File: config.mk
export PLATFORM = sky130hd
export DESIGN_NAME = isu_top
export DESIGN_NICKNAME = d
export VERILOG_FILES = /design/src/rtl/isu_pkg.sv /design/src/rtl/isu_ack_decode.sv /design/src/rtl/isu_level_force.sv /design/src/rtl/isu_status_reg.sv /design/src/rtl/isu_top.sv
export SDC_FILE = /design/constraint.sdc
export NUM_CORES = 1
export LEC_CHECK = 0
export BUFFER_PORTS_ARGS = -buffer_cell sky130_fd_sc_hd__buf_2
export CORE_MARGIN = 3
export CORE_UTILIZATION = 35
export CTS_CLUSTER_SIZE = 12
export DETAILED_ROUTE_END_ITERATION = 7
export GPL_TIMING_DRIVEN = 0
export PLACE_DENSITY = 0.78
export RECOVER_POWER = 100
export SLEW_MARGIN = 20
export SYNTH_ARGS = -nofsm -noshare
export SYNTH_HDL_FRONTEND = slang
export SYNTH_SLANG_ARGS = --single-unit
File: constraint.sdc
create_clock -name clk -period 1.1 [get_ports clk]
set_input_delay 0.11 -clock clk [delete_from_list [all_inputs] [get_ports clk]]
set_output_delay 0.11 -clock clk [all_outputs]
set_load 0.05 [all_outputs]
File: src/rtl/isu_pkg.sv
package isu_pkg;
  localparam int unsigned STAT_W = 8;

  localparam int unsigned BIT_RXPKT   = 0;
  localparam int unsigned BIT_TXDONE  = 1;
  localparam int unsigned BIT_TXIDLE  = 2;
  localparam int unsigned BIT_ALLOC   = 3;
  localparam int unsigned BIT_RXOVF   = 4;
  localparam int unsigned BIT_PHYEVT  = 5;
  localparam int unsigned BIT_EARLYRX = 6;
  localparam int unsigned BIT_MGMT    = 7;

  // bits an acknowledge write may clear
  localparam logic [STAT_W-1:0] ACK_CLEARABLE = 8'hD6;
  localparam logic [STAT_W-1:0] RESET_STAT    = 8'h04;

  typedef enum logic {
    SEL_ACK  = 1'b0,
    SEL_MASK = 1'b1
  } wsel_e;
endpackage

File: src/rtl/isu_ack_decode.sv
module isu_ack_decode
  import isu_pkg::*;
#(
  parameter int unsigned QW = 3
) (
  input  logic              wr_en,
  input  logic              wr_sel,
  input  logic [STAT_W-1:0] wr_data,
  input  logic [QW-1:0]     done_len,
  output logic [STAT_W-1:0] clr_bits,
  output logic              mask_we,
  output logic              pop
);
  logic is_ack;

  always_comb begin
    is_ack   = wr_en && (wsel_e'(wr_sel) == SEL_ACK);
    mask_we  = wr_en && (wsel_e'(wr_sel) == SEL_MASK);
    clr_bits = is_ack ? (wr_data & ACK_CLEARABLE) : '0;
    pop      = is_ack && wr_data[BIT_TXDONE] && (done_len != '0);
  end
endmodule

File: src/rtl/isu_level_force.sv
module isu_level_force
  import isu_pkg::*;
#(
  parameter int unsigned QW = 3
) (
  input  logic [QW-1:0]     txq_len,
  input  logic [QW-1:0]     done_len,
  input  logic              pop,
  output logic [STAT_W-1:0] force_bits
);
  logic [QW-1:0] done_after;

  always_comb begin
    done_after = done_len - QW'(pop);
    force_bits = '0;
    force_bits[BIT_TXIDLE] = (txq_len == '0);
    force_bits[BIT_TXDONE] = (done_after != '0);
  end
endmodule

File: src/rtl/isu_status_reg.sv
module isu_status_reg
  import isu_pkg::*;
(
  input  logic              clk,
  input  logic              rst_n,
  input  logic [STAT_W-1:0] set_bits,
  input  logic [STAT_W-1:0] clr_bits,
  input  logic [STAT_W-1:0] force_bits,
  input  logic              mask_we,
  input  logic [STAT_W-1:0] mask_d,
  output logic [STAT_W-1:0] stat_q,
  output logic [STAT_W-1:0] mask_q,
  output logic              irq_q
);
  localparam logic [STAT_W-1:0] STICKY = ~ACK_CLEARABLE;

  logic [STAT_W-1:0] stat_d;

  always_comb stat_d = (stat_q & ~clr_bits) | set_bits | force_bits;

  always_ff @(posedge clk) begin
    if (!rst_n) begin
      stat_q <= RESET_STAT;
      mask_q <= '0;
      irq_q  <= 1'b0;
    end else begin
      stat_q <= stat_d;
      if (mask_we) mask_q <= mask_d;
      irq_q  <= |(stat_q & mask_q);
    end
  end


  sticky_hold_chk: assert property (@(posedge clk) disable iff (!rst_n)
    1'b1 |=> ((stat_q & $past(stat_q) & STICKY) == ($past(stat_q) & STICKY)));


  irq_rise_chk: assert property (@(posedge clk) disable iff (!rst_n)
    (|(stat_q & mask_q)) |=> irq_q);


  irq_fall_chk: assert property (@(posedge clk) disable iff (!rst_n)
    !(|(stat_q & mask_q)) |=> !irq_q);
endmodule

File: src/rtl/isu_top.sv
module isu_top
  import isu_pkg::*;
#(
  parameter int unsigned DEPTH = 4,
  localparam int unsigned QW   = $clog2(DEPTH + 1)
) (
  input  logic              clk,
  input  logic              rst_n,
  input  logic [STAT_W-1:0] ev_set,
  input  logic              wr_en,
  input  logic              wr_sel,
  input  logic [STAT_W-1:0] wr_data,
  input  logic [QW-1:0]     txq_len,
  input  logic [QW-1:0]     done_len,
  output logic [STAT_W-1:0] stat_q,
  output logic [STAT_W-1:0] mask_q,
  output logic              irq,
  output logic              done_pop
);
  logic [STAT_W-1:0] clr_bits;
  logic [STAT_W-1:0] force_bits;
  logic              mask_we;

  isu_ack_decode #(.QW(QW)) u_ack (
    .wr_en    (wr_en),
    .wr_sel   (wr_sel),
    .wr_data  (wr_data),
    .done_len (done_len),
    .clr_bits (clr_bits),
    .mask_we  (mask_we),
    .pop      (done_pop)
  );

  isu_level_force #(.QW(QW)) u_force (
    .txq_len    (txq_len),
    .done_len   (done_len),
    .pop        (done_pop),
    .force_bits (force_bits)
  );

  isu_status_reg u_reg (
    .clk        (clk),
    .rst_n      (rst_n),
    .set_bits   (ev_set),
    .clr_bits   (clr_bits),
    .force_bits (force_bits),
    .mask_we    (mask_we),
    .mask_d     (wr_data),
    .stat_q     (stat_q),
    .mask_q     (mask_q),
    .irq_q      (irq)
  );


  event_set_chk: assert property (@(posedge clk) disable iff (!rst_n)
    (ev_set != '0) |=> ((stat_q & $past(ev_set)) == $past(ev_set)));


  txidle_level_chk: assert property (@(posedge clk) disable iff (!rst_n)
    (txq_len == '0) |=> stat_q[BIT_TXIDLE]);


  txdone_level_chk: assert property (@(posedge clk) disable iff (!rst_n)
    ((done_len > QW'(1)) || (done_len == QW'(1) && !done_pop)) |=> stat_q[BIT_TXDONE]);


  pop_empty_chk: assert property (@(posedge clk) disable iff (!rst_n)
    (done_len == '0) |-> !done_pop);
endmodule

[Word-level counts from Yosys, hierarchy flattened]
Cells that the tools add are included.
Operators by class
  add/subtract/negate cells: 1
  multiply operators: 0
  div/mod/pow operators: 0
  order comparisons: 0
  eq/ne operators: 0
  shift operators: 0
  multiplexer cells: 1
  bitwise logic cells: 6
  reduce and logical (&&, ||, !) cells: 8
Operators by type and width (count)
  8-bit bitwise AND: 2
  8-bit 2-to-1 mux: 1
  8-bit NOT: 1
  8-bit by 3-bit bitwise OR with 8-bit output: 1
  8-bit bitwise OR: 1
  8-bit OR reduction: 1
  3-bit nonzero test: 2
  1-bit logical AND: 4
  3-bit zero test: 1
  3-bit by 1-bit subtractor with 3-bit output: 1
  1-bit NOT: 1
Word-level totals
  flip-flop bits (word level): 17
  bits in latches: 0
  memory bits (writable): 0
  ROM bits: 0
  input port bits: 26
  output and inout bits: 18
  logic and storage cells: 19
  memories kept: 0

[Depth between registers and ports, before layout]
Gate-level depths: netlist of the first run.
  depth after elaboration: 7
  gate-level depth with buffers: 7
  gate-level depth less buffers: 6

[Cells and area by module]
A second synthesis of the first run with hierarchy kept.
Unflattened totals
  cells, all modules: 88
  area, all modules: 809.5 sq um
By module, submodules not included
  isu_status_reg: instances 1, cells each 64, area each 628.1 sq um, seq. area each 340.3 sq um
  isu_ack_decode: instances 1, cells each 12, area each 95.1 sq um, seq. area each 0.0 sq um
  isu_level_force: instances 1, cells each 12, area each 86.3 sq um, seq. area each 0.0 sq um

[Worst setup path before layout of the first run]
No wires, ideal clock.
  kind: input port to flip-flop
  from: in wr_sel
  to: reg u_reg.stat_q[1]
  library setup time: 115 ps
  data arrival time: 1337 ps
  data required time: 985 ps
  slack: -352 ps
  stages on the path: 7
  buffers on the path: 1
  cells stage by stage: buf_4 nor2b_4 o311a_2 ha_1 xnor2_1 nand3_1 o21a_1
On the way
  cells in the longest elaborated chain, start to end: 7
  elaborated cells on any way between the ends: 11
  those cells by class: 1 x add/sub; 1 x mux; 5 x bitwise; 4 x reduce/logical
Ends and longest elaborated chain
  start, declared: line isu_top.sv:11  | input logic wr_sel,
  1-bit NOT: line isu_ack_decode.sv:17  | is_ack = wr_en && (wsel_e'(wr_sel) == SEL_ACK);
  1-bit logical AND: line isu_ack_decode.sv:17
  1-bit logical AND (2 in a row): line isu_ack_decode.sv:20  | pop = is_ack && wr_data[BIT_TXDONE] && (done_len != '0);
  net done_pop: line isu_top.sv:18  | output logic done_pop
  3-bit by 1-bit subtractor with 3-bit output: line isu_level_force.sv:14  | done_after = done_len - QW'(pop);
  3-bit nonzero test: line isu_level_force.sv:17  | force_bits[BIT_TXDONE] = (done_after != '0);
  8-bit by 3-bit bitwise OR with 8-bit output: line isu_status_reg.sv:19  | always_comb stat_d = (stat_q & ~clr_bits) | set_bits | force_bits;
  end signal, assigned: line isu_status_reg.sv:27  | stat_q <= stat_d;
  end, declared: line isu_status_reg.sv:11  | output logic [STAT_W-1:0] stat_q,
The timed path passes the listed nets, and every way through them passes these cells.
A chain may end at the register's enable or synchronous reset.

[Worst setup path in the final report of the first run]
  from: in wr_en
  to: out done_pop
On the way
  cells in the longest elaborated chain, start to end: 3
Ends and longest elaborated chain
  start, declared: line isu_top.sv:10  | input logic wr_en,
  1-bit logical AND: line isu_ack_decode.sv:17
  1-bit logical AND (2 in a row): line isu_ack_decode.sv:20
  end, declared: line isu_top.sv:18
No other way between the ends.

==> impl_metrics.yaml, run 1 <==
status:
  status: "finished, final reports clean"
setup_path:
  cp_max_fo: 10
  reg2reg_slack_ns: 0.26
  critPathKind: "primary input to output port"
  timing.rr.start: "u_reg.stat_q[4]"
  r2r_cells: 2
  start_kind: "primary input"
  critPathRequiredTime_ns: 0.99
  cp-end-kind: "output port"
  cp.arrival_ns: 0.95
  r2r_end: "u_reg.irq_q"
cts:
  clkTransAtPathRegs_ns: 0.10
  cts_buffers: 3
  cts_root_buffer: "clkbuf_4"
  htreeDepth: 1
  post_cts_buffers: 0
  cts.sinks: 17
  cts_tree: "built"
  clock_latency_ns: 0.29
  cts_buffer_depth: 2
synth:
  synth_compound_area_share_pct: 23.7
  synthFlopType: "dfxtp_1"
  synth_top_family_by_area: "compound AO/OA/AOI/OAI gates"
  yosys_register_bits: 17
  synth.most_common_cell: "dfxtp_1"
  netlist-cell-type-count: 19
  synth_edf_count: 0
  synthSimpleGateAreaFrac_pct: 18.8
  yosys_warnings: 0
  yosysTopAreaCell: "dfxtp_1"
  synth_async_sr_flop_share_pct: 0
  synth_xor_area_share_pct: 1.29
  ys_top_cells_by_area: "dfxtp_1, nand3_1, a21oi_1"
  synth.yosys.seq_area_share_pct: 50.0
  synth_common_cells: "dfxtp_1, nand2_1, nand3_1"
  synthCells: 75
  syn_nets: 102
  synth_mux_area_share_pct: 0
  yosys.area_share.adder_pct: 1.84
  synth_top_area_share_pct: 50.0
  avgSynthCellArea_um2: 9.08
  synth_area_um2: 681
routing:
  drtIter0Drc: 14
  wl_per_cell_um: 12.5
  via_count: 713
  drtPass1Iterations: 4
  viasPerCell: 4.88
  ant_nets: 0
  drc: 0
  wl_mm: 1.83
power:
  total_power_mw: 1.33
  p_leak_nw: 0.453
  p_per_area_nw_per_um2: 1350
  ir_worst_vdd_v: 0.000696
floorplanning:
  dieArea_um2: 2510
  core_area_um2: 1780
  fp.dieH_um: 50.1
  die_x_um: 50.1
  start_util_pct: 38.2
  ios: 44
  row_count: 15
job:
  maxCapViolations: 0
timing:
  finalSetupViolCount: 0
  slew_violations: 0
  worst-slew-pin-transition_ns: 0.449
  fin_crit_sh_pct: 96.6
  hold_viol: 0
  min_period_ns: 1.06
  fin_worst_skew_ns: 0.00346
  relSlewSlack_pct: 70.0
  rsz0062_at_grt: "false"
  max_freq_ghz: 0.941
layout:
  final_layout_size_suffix_gt1_share_pct: 40.5
  num-nets-final: 149
  syn_to_final_growth_pct: 44.9
  antenna_cells: 0
  instances_no_fill: 146
worst_hold_path:
  hold_path_class: "primary input to flop"
  min_to: "u_reg.stat_q[6]"
  hold_path_depth: 2
  min_from: "ev_set[6]"
global_route:
  grt_usage_pct: 15.5
  grt_pass1_wl_mm: 2.95
  antenna_found_initial: 0
  grt_overflow: 0
  grt_max_degree: 11
  grt_pass1_vias: 675
placed_design:
  dp.final_hpwl_mm: 1.43
  gp_congestion: 0.772
  io_buffers: 41
  placed_cells: 141
registers in the layout, indices dropped and copies added (netlist names):
| signal | count |
|---|---|
| u_reg.irq_q | 1 |
| u_reg.mask_q | 8 |
| u_reg.stat_q | 8 |
power breakdown:
part,leakage (nW),switching [mW],internal (mW)
logic,0.294,0.215,0.106
registers,0.141,0.0236,0.651
clock network,0.0177,0.196,0.135
cell type report:
class                   count  area, µm²
plain buffers               3       30.0
clock buffers               3       22.5
clock inverters             1       5.00
fillers                   176        797
inverters                   2       7.51
multi-input cells          53        333
flip-flops and latches     17        340
well taps                  25       31.3
repair buffers             42        216
critical path, cell delays in order:
cell and delay (ns):
buf_8 0.10, nor2b_4 0.23, o311a_4 0.23, clkbuf_2 0.27
cell families (layout without fill, tap and decap cells):
| kind of cell | count (synthesis) | after routing |
|---|---|---|
| AOI/OAI and AO/OA | 23 | 23 |
| DFF | 17 | 17 |
| buffers and inverters | 5 | 51 |
| and+or+nand+nor | 28 | 28 |
| adders and majority gates | 1 | 1 |
| xor gates and xnor gates | 1 | 1 |
per-layer routing:
metal	wire length [µm]	global-route usage, %	share of wire (%)	up-vias
li1	-	-	-	358
met5	0	0	0	-
met4	39	8.29	2.1	0
met3	140	3.93	7.7	5
met1	804	18.2	44	321
met2	844	25.4	46	29
stage by stage:
step           hold WS (ns)  util, %  setup WS (ns)  instance area [µm²]  TNS, ns
4_1_cts            0.000238     54.7         0.0397                  975        0
2_1_floorplan         0.202        -         -0.184                  711   -0.184
5_1_grt              0.0112     55.3        0.00482                  986        0
6_report             0.0199     55.3         0.0369                  986        0
3_3_place_gp          0.295     53.1         -0.152                  947   -0.152
3_5_place_dp          0.303     53.1         -0.177                  947   -0.177
layout by cell type (no fill, tap or decap):
cell and instances:
buf_2 36, dfxtp_1 17, nand2_1 10, nand3_1 9
a21oi_1 8, nor2_1 7, a21boi_0 4, o21a_1 4
a22oi_1 4, clkbuf_4 4, clkbuf_2 3, inv_1 2
clkbuf_1 2, buf_6 1, buf_8 1, nor2b_4 1
o311a_4 1, nor3_1 1, a2111o_1 1, xnor2_1 1
a41oi_1 1, ha_4 1, clkinv_2 1, dlygate4sd3_1 1
how the worst max path moves through the flow:
| stage | slack (ns) | cells after the start | end | start |
|---|---|---|---|---|
| after detailed placement | -0.18 | 7 | u_reg.stat_q[1] | wr_en |
| final | 0.04 | 4 | done_pop | wr_en |
| after global placement | -0.15 | 7 | u_reg.stat_q[1] | wr_en |
| after global routing | 0.005 | 1 | mask_q[3] | u_reg.mask_q[3] |
| after CTS | 0.04 | 1 | stat_q[6] | u_reg.stat_q[6] |
| after floorplan | -0.18 | 7 | u_reg.stat_q[1] | wr_en |
what timing repair did:
item	4_1_cts	5_1_grt
hold buffers	0	1
setup endpoints to repair	0	1
hold endpoints to repair	0	1
resized for setup	0	1
Power figures use the tool's default switching activity.
==> inputs of run 2 (changes only) <==
PLACE_DENSITY = 0.75   (was 0.78)
clock period = 1.4 ns   (was 1.1 ns; I/O delays follow)
==> run 2 against run 1 <==
Cell count is 0.68% lower. Non-clock buffer count shrank 1. Via count is 1.8% higher. Hold slack improved by 0.013 ns. Die area is the same. Largest power group unchanged. Setup slack gained 0.16 ns. Critical endpoint is now irq. Critical path depth decreased by 3. Count of clock-buffer cells in the layout increased by 1. Sequential cell count unchanged. Clock skew rose by 0.0028 ns. Sequential power is 21% lower.
==> impl_metrics.yaml, run 2 (synthesis gave the netlist of run 1 again) <==
status:
  status: "finished, final reports clean"
timing:
  relSlewSlack_pct: 60.8
  min_period_ns: 1.21
  timing.setup.tns_ns: 0
  fin_worst_skew_ns: 0.00624
  finalSetupViolCount: 0
  max_freq_ghz: 0.829
  worst-slew-pin-transition_ns: 0.590
  fin_crit_sh_pct: 86.2
  hold_viol: 0
  hold_slack_ns: 0.0327
  rsz0062_at_grt: "false"
  slew_violations: 0
floorplanning:
  dieArea_um2: 2510
  row_count: 15
  die_x_um: 50.1
  fp.dieH_um: 50.1
  start_util_pct: 38.2
  core_area_um2: 1780
  ios: 44
global_route:
  grt_pass1_wl_mm: 2.91
  grt_overflow: 0
  grt_max_degree: 11
  grt_pass1_vias: 714
  antenna_found_initial: 0
  grt_usage_pct: 15.0
setup_path:
  cp-end-kind: "output port"
  r2r_end: "u_reg.irq_q"
  endpoint: "irq"
  slowest_delay_ns: 0.46
  slowest_stage: "clkbuf_1"
  r2r_cells: 2
  path_cells: "clkbuf_1"
  critical_path_buf_inv_count: 1
  critPathRequiredTime_ns: 1.26
  start_kind: "flop"
  critPathKind: "flop to output port"
  crit_start: "u_reg.irq_q"
  cp_max_fo: 1
  crit_family: "buffers and inverters"
  reg2reg_slack_ns: 0.60
  cp.depth: 1
  cp.arrival_ns: 1.07
  timing.rr.start: "u_reg.stat_q[4]"
layout:
  layout_common_cells: "buf_2, dfxtp_1, clkbuf_2"
  antenna_cells: 0
  final_layout_size_suffix_gt1_share_pct: 38.3
  largestRegisters: "u_reg.mask_q: 8 flops, u_reg.stat_q: 8 flops, u_reg.irq_q: 1 flops"
  instances_no_fill: 145
  final_util_pct: 53.3
  num-fill-cells: 180
  syn_to_final_growth_pct: 39.7
  finalInstanceArea_um2: 951
  num-nets-final: 148
  final_common_cell: "buf_2"
cts:
  cts_resized: 0
  clock_latency_ns: 0.29
  post_cts_buffers: 0
  cts_tree: "built"
  cts_buffer_depth: 2
  cts_root_buffer: "clkbuf_4"
  cts_hold_buf: 0
  cts_buffers: 3
  htreeDepth: 1
  clkTransAtPathRegs_ns: 0.09
  cts.sinks: 17
routing:
  wl_mm: 1.83
  viasPerCell: 5.01
  wl_per_cell_um: 12.6
  via_count: 726
  drtIter0Drc: 11
  drtPass1Iterations: 4
  ant_nets: 0
  drc: 0
worst_hold_path:
  hold_path_class: "primary input to flop"
power:
  p_per_area_nw_per_um2: 1080
  p_leak_nw: 0.436
  ir_worst_vdd_v: 0.000779
placed_design:
  placed_cells: 141
  dp.final_hpwl_mm: 1.44
  gp_congestion: 0.766
  io_buffers: 41
  dpl_cell_area_um2: 927
job:
  maxCapViolations: 0
[run 2: changes by cell type in the layout (fill, tap and decap cells not counted), sizes merged]
cell / change
clkbuf: +14
clkinv: -1
dlygate4sd3: -1
buf: -13
[run 2: per-layer routing]
metal / vias to the layer above / GRT usage (%) / routed length, µm
met5: - / 0 / 0
met4: 0 / 3.23 / 0
met3: 0 / 6.95 / 154
met2: 35 / 26.3 / 936
met1: 335 / 16.3 / 736
li1: 356 / - / -
[run 2: where the power goes]
group | switching (mW) | internal, mW
clock network | 0.143 | 0.111
registers | 0.0193 | 0.512
logic | 0.168 | 0.0759
[run 2: per-stage QoR]
stage                     total power, mW  worst slack, ns
after floorplan                     0.706           0.0102
after global placement              0.783           0.0587
after detailed placement            0.789           0.0322
after CTS                            1.04            0.300
after global routing                 1.08            0.143
final                                1.03            0.194
[run 2: worst min path at each step]
| stage | from | to | slack (ns) | depth (start not counted) |
|---|---|---|---|---|
| after floorplan | ev_set[2] | u_reg.stat_q[2] | 0.23 | 1 |
| after global placement | ev_set[2] | u_reg.stat_q[2] | 0.32 | 2 |
| after detailed placement | ev_set[2] | u_reg.stat_q[2] | 0.33 | 2 |
| after CTS | ev_set[2] | u_reg.stat_q[2] | 0.03 | 2 |
| after global routing | ev_set[2] | u_reg.stat_q[2] | 0.04 | 2 |
| final | ev_set[2] | u_reg.stat_q[2] | 0.03 | 2 |
[run 2: final cells by class]
type	count	area [µm²]	area share [%]
plain buffers	3	22.5	2.37
clock buffers	4	26.3	2.76
inverters	2	7.51	0.789
multi-input cells	53	320	33.7
flip-flops and latches	17	340	35.8
well taps	25	31.3	3.29
repair buffers	41	203	21.3
[run 2: worst register-to-register path, stage by stage (launching register included)]
cell     delay (ns)
dfxtp_1        0.33
a22oi_1        0.23
a41oi_1        0.13
